==> config.mk <==
export PLATFORM = sky130hd
export DESIGN_NAME = sio_irq_vector
export DESIGN_NICKNAME = d
export VERILOG_FILES = /design/src/rtl/sirq_pkg.sv /design/src/rtl/sirq_regs.sv /design/src/rtl/sirq_prio.sv /design/src/rtl/sio_irq_vector.sv
export SDC_FILE = /design/constraint.sdc
export NUM_CORES = 1
export LEC_CHECK = 0
export BUFFER_PORTS_ARGS = -buffer_cell sky130_fd_sc_hd__buf_2
export CORE_MARGIN = 2
export CORE_UTILIZATION = 35
export CTS_BUF_LIST = sky130_fd_sc_hd__clkbuf_4 sky130_fd_sc_hd__clkbuf_8
export DETAILED_ROUTE_END_ITERATION = 16
export PLACE_DENSITY = 0.76
export SLEW_MARGIN = 40
export SYNTH_ARGS = -nofsm -noshare
export SYNTH_HDL_FRONTEND = slang
export SYNTH_SLANG_ARGS = --single-unit
==> constraint.sdc <==
create_clock -name clk -period 1.7 [get_ports clk]
set_clock_uncertainty 0.15 [all_clocks]
set_input_delay 0.17 -clock clk [delete_from_list [all_inputs] [get_ports clk]]
set_output_delay 0.17 -clock clk [all_outputs]
set_load 0.05 [all_outputs]
==> src/rtl/sirq_pkg.sv <==
`timescale 1ns/1ps
package sirq_pkg;
  localparam int NSRC   = 7;
  localparam int DATA_W = 32;
  localparam int CODE_W = 4;

  localparam logic [2:0] SEL_FLAG_CLR = 3'd0;
  localparam logic [2:0] SEL_EN_SET   = 3'd1;
  localparam logic [2:0] SEL_EN_CLR   = 3'd2;
  localparam logic [2:0] SEL_LVL_SET  = 3'd3;
  localparam logic [2:0] SEL_LVL_CLR  = 3'd4;

  // register bit position of source index i (index order = priority order)
  function automatic int unsigned src_bit(input int i);
    case (i)
      0: return 1;
      1: return 24;
      2: return 26;
      3: return 0;
      4: return 25;
      5: return 9;
      default: return 8;
    endcase
  endfunction

  function automatic logic [CODE_W-1:0] src_code(input int i);
    case (i)
      0: return 4'd1;
      1: return 4'd3;
      2: return 4'd6;
      3: return 4'd7;
      4: return 4'd9;
      5: return 4'd11;
      default: return 4'd12;
    endcase
  endfunction

  function automatic logic [NSRC-1:0] gather(input logic [DATA_W-1:0] w);
    logic [NSRC-1:0] g;
    for (int i = 0; i < NSRC; i++) g[i] = w[src_bit(i)];
    return g;
  endfunction

  function automatic logic [DATA_W-1:0] scatter(input logic [NSRC-1:0] s);
    logic [DATA_W-1:0] w;
    w = '0;
    for (int i = 0; i < NSRC; i++) w[src_bit(i)] = s[i];
    return w;
  endfunction
endpackage

==> src/rtl/sirq_regs.sv <==
`timescale 1ns/1ps
module sirq_regs
  import sirq_pkg::*;
#(
  parameter int N = NSRC,
  parameter int W = DATA_W
) (
  input  logic         clk,
  input  logic         rst_n,
  input  logic [N-1:0] evt,
  input  logic         wr_en,
  input  logic [2:0]   wr_sel,
  input  logic [W-1:0] wr_data,
  input  logic [N-1:0] rd_clr,
  output logic [N-1:0] flag_q,
  output logic [N-1:0] en_q,
  output logic [N-1:0] lvl0_q
);
  logic [N-1:0] wsrc;
  logic [N-1:0] w1c_clr;
  logic [N-1:0] en_set, en_clr, lv_set, lv_clr;

  assign wsrc    = gather(wr_data);
  assign w1c_clr = (wr_en && wr_sel == SEL_FLAG_CLR) ? wsrc : '0;
  assign en_set  = (wr_en && wr_sel == SEL_EN_SET)   ? wsrc : '0;
  assign en_clr  = (wr_en && wr_sel == SEL_EN_CLR)   ? wsrc : '0;
  assign lv_set  = (wr_en && wr_sel == SEL_LVL_SET)  ? wsrc : '0;
  assign lv_clr  = (wr_en && wr_sel == SEL_LVL_CLR)  ? wsrc : '0;

  always_ff @(posedge clk or negedge rst_n) begin
    if (!rst_n) begin
      flag_q <= '0;
      en_q   <= '0;
      lvl0_q <= '0;
    end else begin
      flag_q <= (flag_q & ~w1c_clr & ~rd_clr) | evt;
      en_q   <= (en_q | en_set) & ~en_clr;
      lvl0_q <= (lvl0_q | lv_set) & ~lv_clr;
    end
  end

  a_r2_event_sets: assert property (@(posedge clk) disable iff (!rst_n)
    (|evt) |=> ((flag_q & $past(evt)) == $past(evt)));

  a_r5_read_clears: assert property (@(posedge clk) disable iff (!rst_n)
    (|(rd_clr & ~evt)) |=> ((flag_q & $past(rd_clr & ~evt)) == '0));

  a_r6_w1c_clears: assert property (@(posedge clk) disable iff (!rst_n)
    (|(w1c_clr & ~evt)) |=> ((flag_q & $past(w1c_clr & ~evt)) == '0));

  a_r7_enable_clear: assert property (@(posedge clk) disable iff (!rst_n)
    (|en_clr) |=> ((en_q & $past(en_clr)) == '0));

  a_r11_bad_sel_holds: assert property (@(posedge clk) disable iff (!rst_n)
    (wr_en && wr_sel > SEL_LVL_CLR) |=> ($stable(en_q) && $stable(lvl0_q)));
endmodule

==> src/rtl/sirq_prio.sv <==
`timescale 1ns/1ps
module sirq_prio
  import sirq_pkg::*;
#(
  parameter int N = NSRC,
  parameter int C = CODE_W
) (
  input  logic [N-1:0] pend,
  output logic [C-1:0] code,
  output logic [N-1:0] hit
);
  // lowest index carries the lowest code, so it is visited last and wins
  always_comb begin
    code = '0;
    hit  = '0;
    for (int i = N - 1; i >= 0; i--) begin
      if (pend[i]) begin
        code = src_code(i);
        hit  = '0;
        hit[i] = 1'b1;
      end
    end
  end
endmodule

==> src/rtl/sio_irq_vector.sv <==
`timescale 1ns/1ps
module sio_irq_vector
  import sirq_pkg::*;
(
  input  logic              clk,
  input  logic              rst_n,
  input  logic [NSRC-1:0]   evt_i,
  input  logic              wr_en_i,
  input  logic [2:0]        wr_sel_i,
  input  logic [DATA_W-1:0] wr_data_i,
  input  logic              vec0_rd_i,
  input  logic              vec1_rd_i,
  output logic [DATA_W-1:0] flag_o,
  output logic [DATA_W-1:0] enable_o,
  output logic [DATA_W-1:0] level_o,
  output logic [CODE_W-1:0] vec0_o,
  output logic [CODE_W-1:0] vec1_o,
  output logic              irq0_o,
  output logic              irq1_o
);
  localparam int NLVL = 2;

  logic [NSRC-1:0]   flag_q, en_q, lvl0_q;
  logic [NSRC-1:0]   pend [NLVL];
  logic [NSRC-1:0]   hit  [NLVL];
  logic [CODE_W-1:0] code [NLVL];
  logic [NLVL-1:0]   rd, irq;
  logic [NSRC-1:0]   rd_clr;

  assign rd = {vec1_rd_i, vec0_rd_i};

  sirq_regs #(.N(NSRC), .W(DATA_W)) u_regs (
    .clk(clk), .rst_n(rst_n), .evt(evt_i),
    .wr_en(wr_en_i), .wr_sel(wr_sel_i), .wr_data(wr_data_i),
    .rd_clr(rd_clr), .flag_q(flag_q), .en_q(en_q), .lvl0_q(lvl0_q)
  );

  for (genvar g = 0; g < NLVL; g++) begin : g_lvl
    assign pend[g] = flag_q & en_q & ((g == 0) ? lvl0_q : ~lvl0_q);
    sirq_prio #(.N(NSRC), .C(CODE_W)) u_prio (
      .pend(pend[g]), .code(code[g]), .hit(hit[g])
    );
    assign irq[g] = |pend[g];
  end

  assign rd_clr   = (rd[0] ? hit[0] : '0) | (rd[1] ? hit[1] : '0);
  assign flag_o   = scatter(flag_q);
  assign enable_o = scatter(en_q);
  assign level_o  = scatter(lvl0_q);
  assign vec0_o   = code[0];
  assign vec1_o   = code[1];
  assign irq0_o   = irq[0];
  assign irq1_o   = irq[1];

  a_r9_irq0_vs_vec: assert property (@(posedge clk) disable iff (!rst_n)
    irq0_o == (vec0_o != '0));
  a_r9_irq1_vs_vec: assert property (@(posedge clk) disable iff (!rst_n)
    irq1_o == (vec1_o != '0));
  a_r4_single_pick: assert property (@(posedge clk) disable iff (!rst_n)
    $onehot0(hit[0]) && $onehot0(hit[1]));
  a_r8_levels_disjoint: assert property (@(posedge clk) disable iff (!rst_n)
    (hit[0] & hit[1]) == '0);
  a_r7_enabled_only: assert property (@(posedge clk) disable iff (!rst_n)
    ((hit[0] | hit[1]) & ~en_q) == '0);
endmodule

# [Word level (Yosys, flattened, before mapping)]
# Cells that the tools add are included.
[totals] wordCells=66 regBits=21
[classes] eq_ne=4 n_reduce_logical=8 n_mux=35 bitwise_logic=16
[ops] cell="7-bit 2-to-1 mux" n=21
[ops] cell="4-bit 2-to-1 mux" n=14
[ops] cell="7-bit bitwise AND" n=7
[ops] cell="7-bit NOT" n=5
[ops] cell="7-bit bitwise OR" n=4
[ops] cell="7-bit OR reduction" n=2
[ops] cell="3-bit by 2-bit == test with 1-bit output (second input constant)" n=2
[ops] cell="1-bit logical AND" n=5
[ops] cell="3-bit by 1-bit == test with 1-bit output (second input constant)" n=1
[ops] cell="3-bit == test (second input constant)" n=1
[ops] cell="3-bit logical NOT" n=1

# [Logic depth before layout (Yosys ltp)]
# Gate-level depths: netlist of the first run.
[depth] depth_word=14 ltp_mapped=5 ltp_nobuf=4

# [Hierarchy]
# From an unflattened synthesis of the first run, not the netlist that was laid out.
[hier_totals] hier_cells=252 area_unflattened_um2=2038.2
[modules_own_cells] module="sirq_regs" instances=1 area_per_inst_um2=1021.0 seq_area_each_um2=525.5 cells_per_inst=107
[modules_own_cells] module="sio_irq_vector" instances=1 area_per_inst_um2=769.5 seq_area_each_um2=0.0 cells_per_inst=111
[modules_own_cells] module="sirq_prio" instances=2 area_per_inst_um2=123.9 seq_area_each_um2=0.0 cells_per_inst=17

# [Least setup slack after synthesis of the first run]
# No wires, ideal clock.
[synth_path] path_type="reg-to-output" start="register u_regs.lvl0_q[2]" end="output port vec0_o[2]" path_slack_ns=-0.791 arrival_time_ns=2.171 n_path_buf=0 required_ns=1.380 stages_incl_launch_ff=4 cell_sequence="dfrtp_1 and3_1 nor2_1 a21boi_0"
[synth_between] elab_chain_len=4
[synth_lines] item="start, declared" line_no="sirq_regs.sv:17" rtl="output logic [N-1:0] lvl0_q"
[synth_lines] item="start signal, assigned" line_no="sirq_regs.sv:38" rtl="lvl0_q <= (lvl0_q | lv_set) & ~lv_clr;"
[synth_lines] item="7-bit bitwise AND" line_no="sio_irq_vector.sv:39" rtl="assign pend[g] = flag_q & en_q & ((g == 0) ? lvl0_q : ~lvl0_q);"
[synth_lines] item="4-bit 2-to-1 mux (3 in series)" line_no="sirq_prio.sv:17" rtl="if (pend[i]) begin"
[synth_lines] item="end, declared" line_no="sio_irq_vector.sv:16" rtl="output logic [CODE_W-1:0] vec0_o,"
# Every way passes these cells.

# [Worst setup path in the final report of the first run]
[layout_path] start="register u_regs.flag_q[1]" end="output port vec1_o[3]"
[layout_between] elab_chain_len=4
[layout_lines] item="start, declared" line_no="sirq_regs.sv:15" rtl="output logic [N-1:0] flag_q,"
[layout_lines] item="start signal, assigned" line_no="sirq_regs.sv:36" rtl="flag_q <= (flag_q & ~w1c_clr & ~rd_clr) | evt;"
[layout_lines] item="7-bit bitwise AND (2 in series)" line_no="sio_irq_vector.sv:39"
[layout_lines] item="4-bit 2-to-1 mux (2 in series)" line_no="sirq_prio.sv:17"
[layout_lines] item="end, declared" line_no="sio_irq_vector.sv:17" rtl="output logic [CODE_W-1:0] vec1_o,"
# Every way passes these cells.

==> results by group, run 1 <==
Detailed routing
  – DR pass1 iterations: 4
  – Residual DRC count: 0
  – Initial drt markers: ~100
  – DR vias: 1822
  – Routed len/inst: 12.4 um
  – Total Wirelength: between 5000 and 6000 um
  – Final ANT Viol Nets: 0
  – DR vias/cell: 4.45

Logic synthesis
  – #FFs+latches synth: 21
  – Yosys cell types: 36
  – Count leader, synth: buf_4
  – Cells after Synth: approximately 240
  – Area share of the largest cell type after synthesis: 0.299
  – Synthesized area per cell: ~8 um^2
  – Synthesized cell area: 0.00189 mm^2
  – Synth area leaders: buf_4 30%, dfrtp_1 28%, a21oi_1 5.8%
  – Asr flop ratio synth: 1.00
  – Ys Warns: 0
  – Commonest cells post-synth: 75 x buf_4, 22 x a21oi_1, 21 x dfrtp_1, 21 x nand2_1, 16 x nor2_1
  – Synth area leader: buf_4
  – Sequential fraction of the synthesis area: 0.279
  – Ys flop type: dfrtp_1
  – EDFF count, synth: 0

GRT
  – Vias in the first global route: 1759
  – Grt total ovfl: 0
  – First-pass GRT wire length: 8250 um
  – Pin count of the biggest net entering global routing: 22
  – Initial antenna violation count: 0
  – All-Layer GR Usage: 0.170

Floorplanning
  – Starting Density: 0.367
  – FP Rows: 26
  – Die Span X: around 77 um
  – Core Region: 0.00514 mm^2
  – Full die area: 0.00599 mm^2
  – Die span in y: 77.4 um
  – IO Pins: approximately 150

Power
  – Clk pwr share: 0.175
  – Int Power: ~1000 uW
  – VDD IR max: 0.313 mV
  – Leakage Power: 0.00128 uW
  – Logic gate share of total power: 0.546
  – Sw Ratio: 0.497
  – Sequential share of power: 0.278
  – Net Switching: ~980 uW
  – Power Dens Cells: 741 mW/mm^2

Setup path
  – Slowest CP cell: dfrtp_2
  – Crit-path max FO: 5
  – Critical path, cell by cell: and3b_4 > nor4_4 > a21boi_4 > buf_6
  – CP bufs+invs: 1
  – Setup CP Type: reg2out
  – CP max stage delay: 0.41 ns
  – R2r worst-path depth: 6
  – Critical Path End Type: primary output
  – Worst path depth: 4
  – CP required: 1.38 ns
  – Startpoint types: flip-flop
  – Delay-heaviest family, CP: simple AND/OR/NAND/NOR gates
  – CP arrival: 1.59 ns

Clock network
  – Clock Tree Root: clkbuf_8
  – Worst-Skew Late Latency: 0.26 ns
  – Cts bufs inserted: 3
  – Clock tree buffer depth: 2
  – H-tree depth: 1
  – CTS Sinks: 21
  – CTS tree: done
  – Clk slew on worst S/H paths: 0.08 ns

Finish
  – Ant. Diodes: 0
  – Share of cells above drive strength 1: 0.445
  – Final #Nets: 387
  – Non-Filler Instances: 409
  – P&R area growth vs syn: 41.9%

Timing
  – RSZ-0062 raised after global routing: true
  – Setup TNS: -1.47 ns
  – Final setup margin: -0.209 ns
  – Post-layout min period: 1.91 ns
  – Worst slew margin: 0.666
  – Worst Tran Pin Value: between 0.5 and 0.6 ns
  – Tcrit/Tclk final: 1.12
  – Final setup fails: 13
  – Fin. Hold Viols: 0
  – Highest Clock Rate: approximately 520 MHz
  – Slew Viols, Final: 0

Status
  – Status: finished, violations left
  – Failing checks: setup timing

Worst hold path
  – HP Class: in2reg
  – Hold path cells: 3

Placed design
  – Cell count after placement: 379
  – RePlAce Congestion: 0.788
  – Pre-CTS WS: -0.0150 ns
  – Final HPWL DP: 3790 um
  – IO buf count: 52

Job
  – Max Cap Viol: 0
==> power groups by stage <==
stage          Combinational (uW)  Sequential [uW]  Clock, uW
6_report                     1080              552        347
5_1_grt                      1140              556        374
4_1_cts                      1060              551        351
3_5_place_dp                  957              564          0
3_3_place_gp                  947              562          0
2_1_floorplan                 801              661          0
==> cell usage in the layout (no fill, tap or decap), drive strengths merged, types with 2 or more instances in the layout <==
cell,synthesis,layout
dlygate4sd3,0,8
a41o,6,6
and3b,7,7
nand3,9,9
inv,9,9
a21oi,22,22
clkbuf,3,4
buf,76,95
nand2,21,21
conb,1,75
nor2,16,16
a21boi,3,3
nand4,4,4
dfrtp,21,21
o21ai,16,16
nor2b,2,2
and2,2,2
and3,5,5
a31oi,2,2
==> sequential cells by signal (all words and copies together), names as in the netlist <==
signal         cells
u_regs.en_q        7
u_regs.lvl0_q      7
u_regs.flag_q      7
==> cell type report <==
| class | count | area, um^2 |
|---|---|---|
| clock buffer | 4 | 48.8 |
| sequential | 21 | 548 |
| tap | 70 | 87.6 |
| inverter | 9 | 33.8 |
| timing repair buffer | 103 | 737 |
| fill | 504 | 2460 |
| multi-input combinational | 202 | 1220 |
==> worst register-to-register path: cells and delay by family, from the launching register on <==
kind | cells | cell delay (ns)
AOI/OAI and AO/OA | 1 | 0.22
buffers and inverters | 2 | 0.28
DFF | 1 | 0.41
and+or+nand+nor | 3 | 0.60
==> stage by stage <==
step           area, um^2  total power [uW]  hold slack, ns  utilization
5_1_grt              2680              2070          0.0873        0.520
4_1_cts              2620              1960          0.0620        0.510
3_5_place_dp         2280              1520          0.0141        0.443
6_report             2680              1980          0.0675        0.520
3_3_place_gp         2280              1510         0.00600        0.443
2_1_floorplan        2320              1460          -0.276            -
==> path summary, 6_finish.rpt <==
| kind | endpoint | slack [ns] | from |
|---|---|---|---|
| setup / recovery | vec1_o[3] | -0.21 | u_regs.flag_q[1]$_DFF_PN0_ |
| max in group asynchronous | u_regs.en_q[0]$_DFF_PN0_ | 0.78 | rst_n |
| setup reg to reg | u_regs.flag_q[6]$_DFF_PN0_ | -0.07 | u_regs.flag_q[1]$_DFF_PN0_ |
| hold / removal | u_regs.lvl0_q[4]$_DFF_PN0_ | 0.07 | wr_data_i[25] |
| min in group asynchronous | u_regs.lvl0_q[1]$_DFF_PN0_ | 0.26 | rst_n |
| hold reg to reg | u_regs.flag_q[6]$_DFF_PN0_ | 0.44 | u_regs.flag_q[6]$_DFF_PN0_ |
==> per-layer routing <==
| metal | vias up | GRT usage | wire [um] |
|---|---|---|---|
| met5 | - | 0 | 0 |
| met4 | 0 | 0.0411 | 59 |
| met3 | 6 | 0.0244 | 379 |
| met2 | 91 | 0.307 | 2670 |
| met1 | 850 | 0.212 | 1980 |
| li1 | 875 | - | - |
==> cell families (layout without fill, tap and decap cells) <==
kind of cell	after synthesis	after routing	synth area share
mux	1	1	0.00597
other cells	1	75	0.00199
buf+inv	88	116	0.325
compound gates	53	53	0.168
simple gates	73	73	0.220
flops	21	21	0.279
==> repair_timing <==
| item | 4_1_cts | 5_1_grt |
|---|---|---|
| pin swaps | 10 | 5 |
| hold endpoints to repair | 28 | 0 |
| hold buffers | 8 | 0 |
| gates cloned | 0 | 0 |
| resized for setup | 36 | 3 |
| setup buffers | 12 | 7 |
| endpoints found under the setup margin | 13 | 13 |
Power figures use the tool's default switching activity.
==> run 2: changes to the inputs <==
CORE_UTILIZATION = 37   (was 35)
PLACE_DENSITY = 0.8   (was 0.76)
==> run 2 against run 1 <==
The run still ends with setup timing left. Design area down 0.42%. Routed wire length up 1.2%. First-iteration DRC count down 2.9%. Sequential power about the same. Clock power down 1%. Critical path type unchanged. Critical endpoint unchanged. Largest cell class unchanged. Highest routed layer unchanged.
==> results by group, run 2 (synthesis gave the netlist of run 1 again) <==
GRT
  – Initial antenna violation count: 0 (unchanged)
  – Vias in the first global route: 1591 (-9.6%)
  – Layer with the highest usage: met2
  – First-pass GRT wire length: 7600 um (-7.8%)
  – Met2 Use GR: 0.317 (+0.00995)
  – M1 GR Usage: 0.220 (+0.00776)
  – All-Layer GR Usage: 0.174 (+0.00437)
  – Grt total ovfl: 0 (unchanged)
  – GR Layer Usage met3: 0.0317 (+0.00733)
  – Pin count of the biggest net entering global routing: 22 (unchanged)

Timing
  – Final setup fails: 13 (unchanged)
  – Slew Viols, Final: 0 (unchanged)
  – Final setup margin: -0.207 ns (+0.00192 ns)
  – Setup TNS: -1.54 ns (-0.0637 ns)
  – Highest Clock Rate: 524 MHz (+0.10%)
  – Tcrit/Tclk final: 1.12 (-0.00113)
  – RSZ-0062 raised after global routing: true
  – Post-layout min period: 1.91 ns (-0.00192 ns)
  – Fin. Hold Viols: 0 (unchanged)

Job
  – Max Cap Viol: 0 (unchanged)

Setup path
  – Reg2Reg Launch Point: u_regs.flag_q[2]$_DFF_PN0_
  – Reg2reg setup slack: -0.07 ns (about the same)
  – CP bufs+invs: 1 (unchanged)
  – Setup CP Type: reg2out
  – CP max stage delay: 0.41 ns (about the same)
  – Worst path depth: 4 (unchanged)
  – R2r worst-path depth: 4 (-2)
  – Delay-heaviest family, CP: simple AND/OR/NAND/NOR gates
  – Critical path, cell by cell: and3b_4 > nor4_4 > a21boi_4 > buf_6
  – Crit-path max FO: 4 (-1)
  – CP required: 1.38 ns (about the same)
  – Startpoint types: flip-flop
  – Slowest CP cell: dfrtp_2
  – CP arrival: 1.59 ns (about the same)
  – Reg-to-reg critical path endpoint: u_regs.flag_q[5]$_DFF_PN0_
  – Critical Path End Type: primary output

Detailed routing
  – Total Wirelength: 5150 um (+1.2%)
  – Final ANT Viol Nets: 0 (unchanged)
  – Initial drt markers: 101 (-2.9%)
  – Residual DRC count: 0 (unchanged)
  – DR vias: 1821 (-0.055%)
  – Routed len/inst: 12.7 um (+2.5%)
  – DR vias/cell: 4.51 (+1.2%)
  – DR pass1 iterations: 4 (unchanged)

Placed design
  – Final HPWL DP: 3680 um (-2.7%)
  – Cell count after placement: 376 (-0.79%)
  – Pre-CTS WS: -0.0215 ns (-0.00648 ns)
  – RePlAce Congestion: 0.803 (+1.9%)
  – IO buf count: 52 (unchanged)

Finish
  – Register area: 548 um^2 (unchanged)
  – Filler cells: 453 (-10%)
  – Share of cells above drive strength 1: 0.439 (-0.00626)
  – Ant. Diodes: 0 (unchanged)
  – Final #Nets: 385 (-0.52%)
  – Multi-input gate area: 0.00122 mm^2 (+0.20%)
  – P&R area growth vs syn: 41.3%
  – Most frequent cells in the layout: 75 x conb_1, 42 x buf_2, 38 x buf_4
  – Biggest registers after layout: u_regs.en_q: 7 flops, u_regs.flag_q: 7 flops, u_regs.lvl0_q: 7 flops
  – Non-Filler Instances: 404 (-1.2%)
  – Most common cell after layout, fill and taps aside: conb_1

Clock network
  – CTS tree: done
  – H-tree depth: 1 (unchanged)
  – Cts bufs inserted: 3 (unchanged)
  – CTS Sinks: 21 (unchanged)
  – Worst-Skew Late Latency: 0.27 ns (about the same)
  – Clock tree buffer depth: 2 (unchanged)
  – Clk slew on worst S/H paths: 0.09 ns (about the same)
  – Clock Tree Root: clkbuf_8

Floorplanning
  – FP Rows: 25 (-3.8%)
  – Die span in y: 75.4 um (-2.6%)
  – Starting Density: 0.391 (+0.0246)
  – Die Span X: 75.4 um (-2.6%)
  – IO Pins: 153 (unchanged)
  – Full die area: 0.00568 mm^2 (-5.1%)
  – Core Region: 0.00482 mm^2 (-6.3%)

Power
  – Leakage Power: 0.00127 uW (-0.66%)
  – Power Dens Cells: 745 mW/mm^2 (+0.63%)
  – VDD IR max: 0.512 mV (+64%)

Status
  – Status: finished, violations left
  – Failing checks: setup timing

Worst hold path
  – Critical hold path startpoint: wr_data_i[25]
  – Hold path cells: 3 (unchanged)
  – HP Class: in2reg
  – Worst Hold Path EP: u_regs.lvl0_q[4]$_DFF_PN0_
run 2: cell type report:
cell class | instances | area share
multi-input combinational | 202 | 0.459
clock buffer | 3 | 0.0155
timing repair buffer | 101 | 0.274
tap | 67 | 0.0315
sequential | 21 | 0.206
clock inverter | 1 | 0.00188
inverter | 9 | 0.0127
run 2: worst register-to-register path, stage by stage, from the launching register on:
cell and delay [ns]:
dfrtp_2 0.42, and3_4 0.21, buf_4 0.14, or4b_1 0.51
a41o_1 0.24
run 2: repair_timing:
item,CTS,global route
setup endpoints to repair,11,13
buffers inserted,9,8
cloned,0,0
resized for setup,24,17
pin swaps,6,7
hold buffers,8,0
hold endpoints to repair,28,0
run 2: worst max-delay path by stage:
stage,start,endpoint
6_report,u_regs.en_q[1]$_DFF_PN0_,vec1_o[3]
3_5_place_dp,u_regs.flag_q[3]$_DFF_PN0_,vec1_o[3]
3_3_place_gp,u_regs.flag_q[3]$_DFF_PN0_,vec1_o[3]
5_1_grt,u_regs.en_q[1]$_DFF_PN0_,irq1_o
4_1_cts,u_regs.flag_q[1]$_DFF_PN0_,vec1_o[3]
2_1_floorplan,u_regs.lvl0_q[3]$_DFF_PN0_,vec1_o[3]
run 2: layer usage:
layer  part of all wire  vias to the layer above  wire [um]
li1                   -                      864          -
met2               0.54                       82       2790
met5                  0                        -          0
met1               0.39                      873       2010
met4             0.0031                        0         16
met3              0.066                        2        341
run 2: report_power, final:
part / total [uW] / switching [uW] / leakage [uW] / internal, uW
clock: 342 / 178 / 0.0000255 / 164
sequential: 552 / 22.9 / 0.000211 / 529
combinational: 1090 / 805 / 0.00103 / 287
run 2: metrics by stage:
step	area [um^2]	util	power (uW)	hold slack, ns
2_1_floorplan	2320	-	1460	-0.276
3_3_place_gp	2270	0.472	1510	0.00700
3_5_place_dp	2270	0.472	1520	0.0102
4_1_cts	2540	0.528	1930	0.0466
5_1_grt	2660	0.553	2080	0.0756
6_report	2660	0.553	1990	0.0538
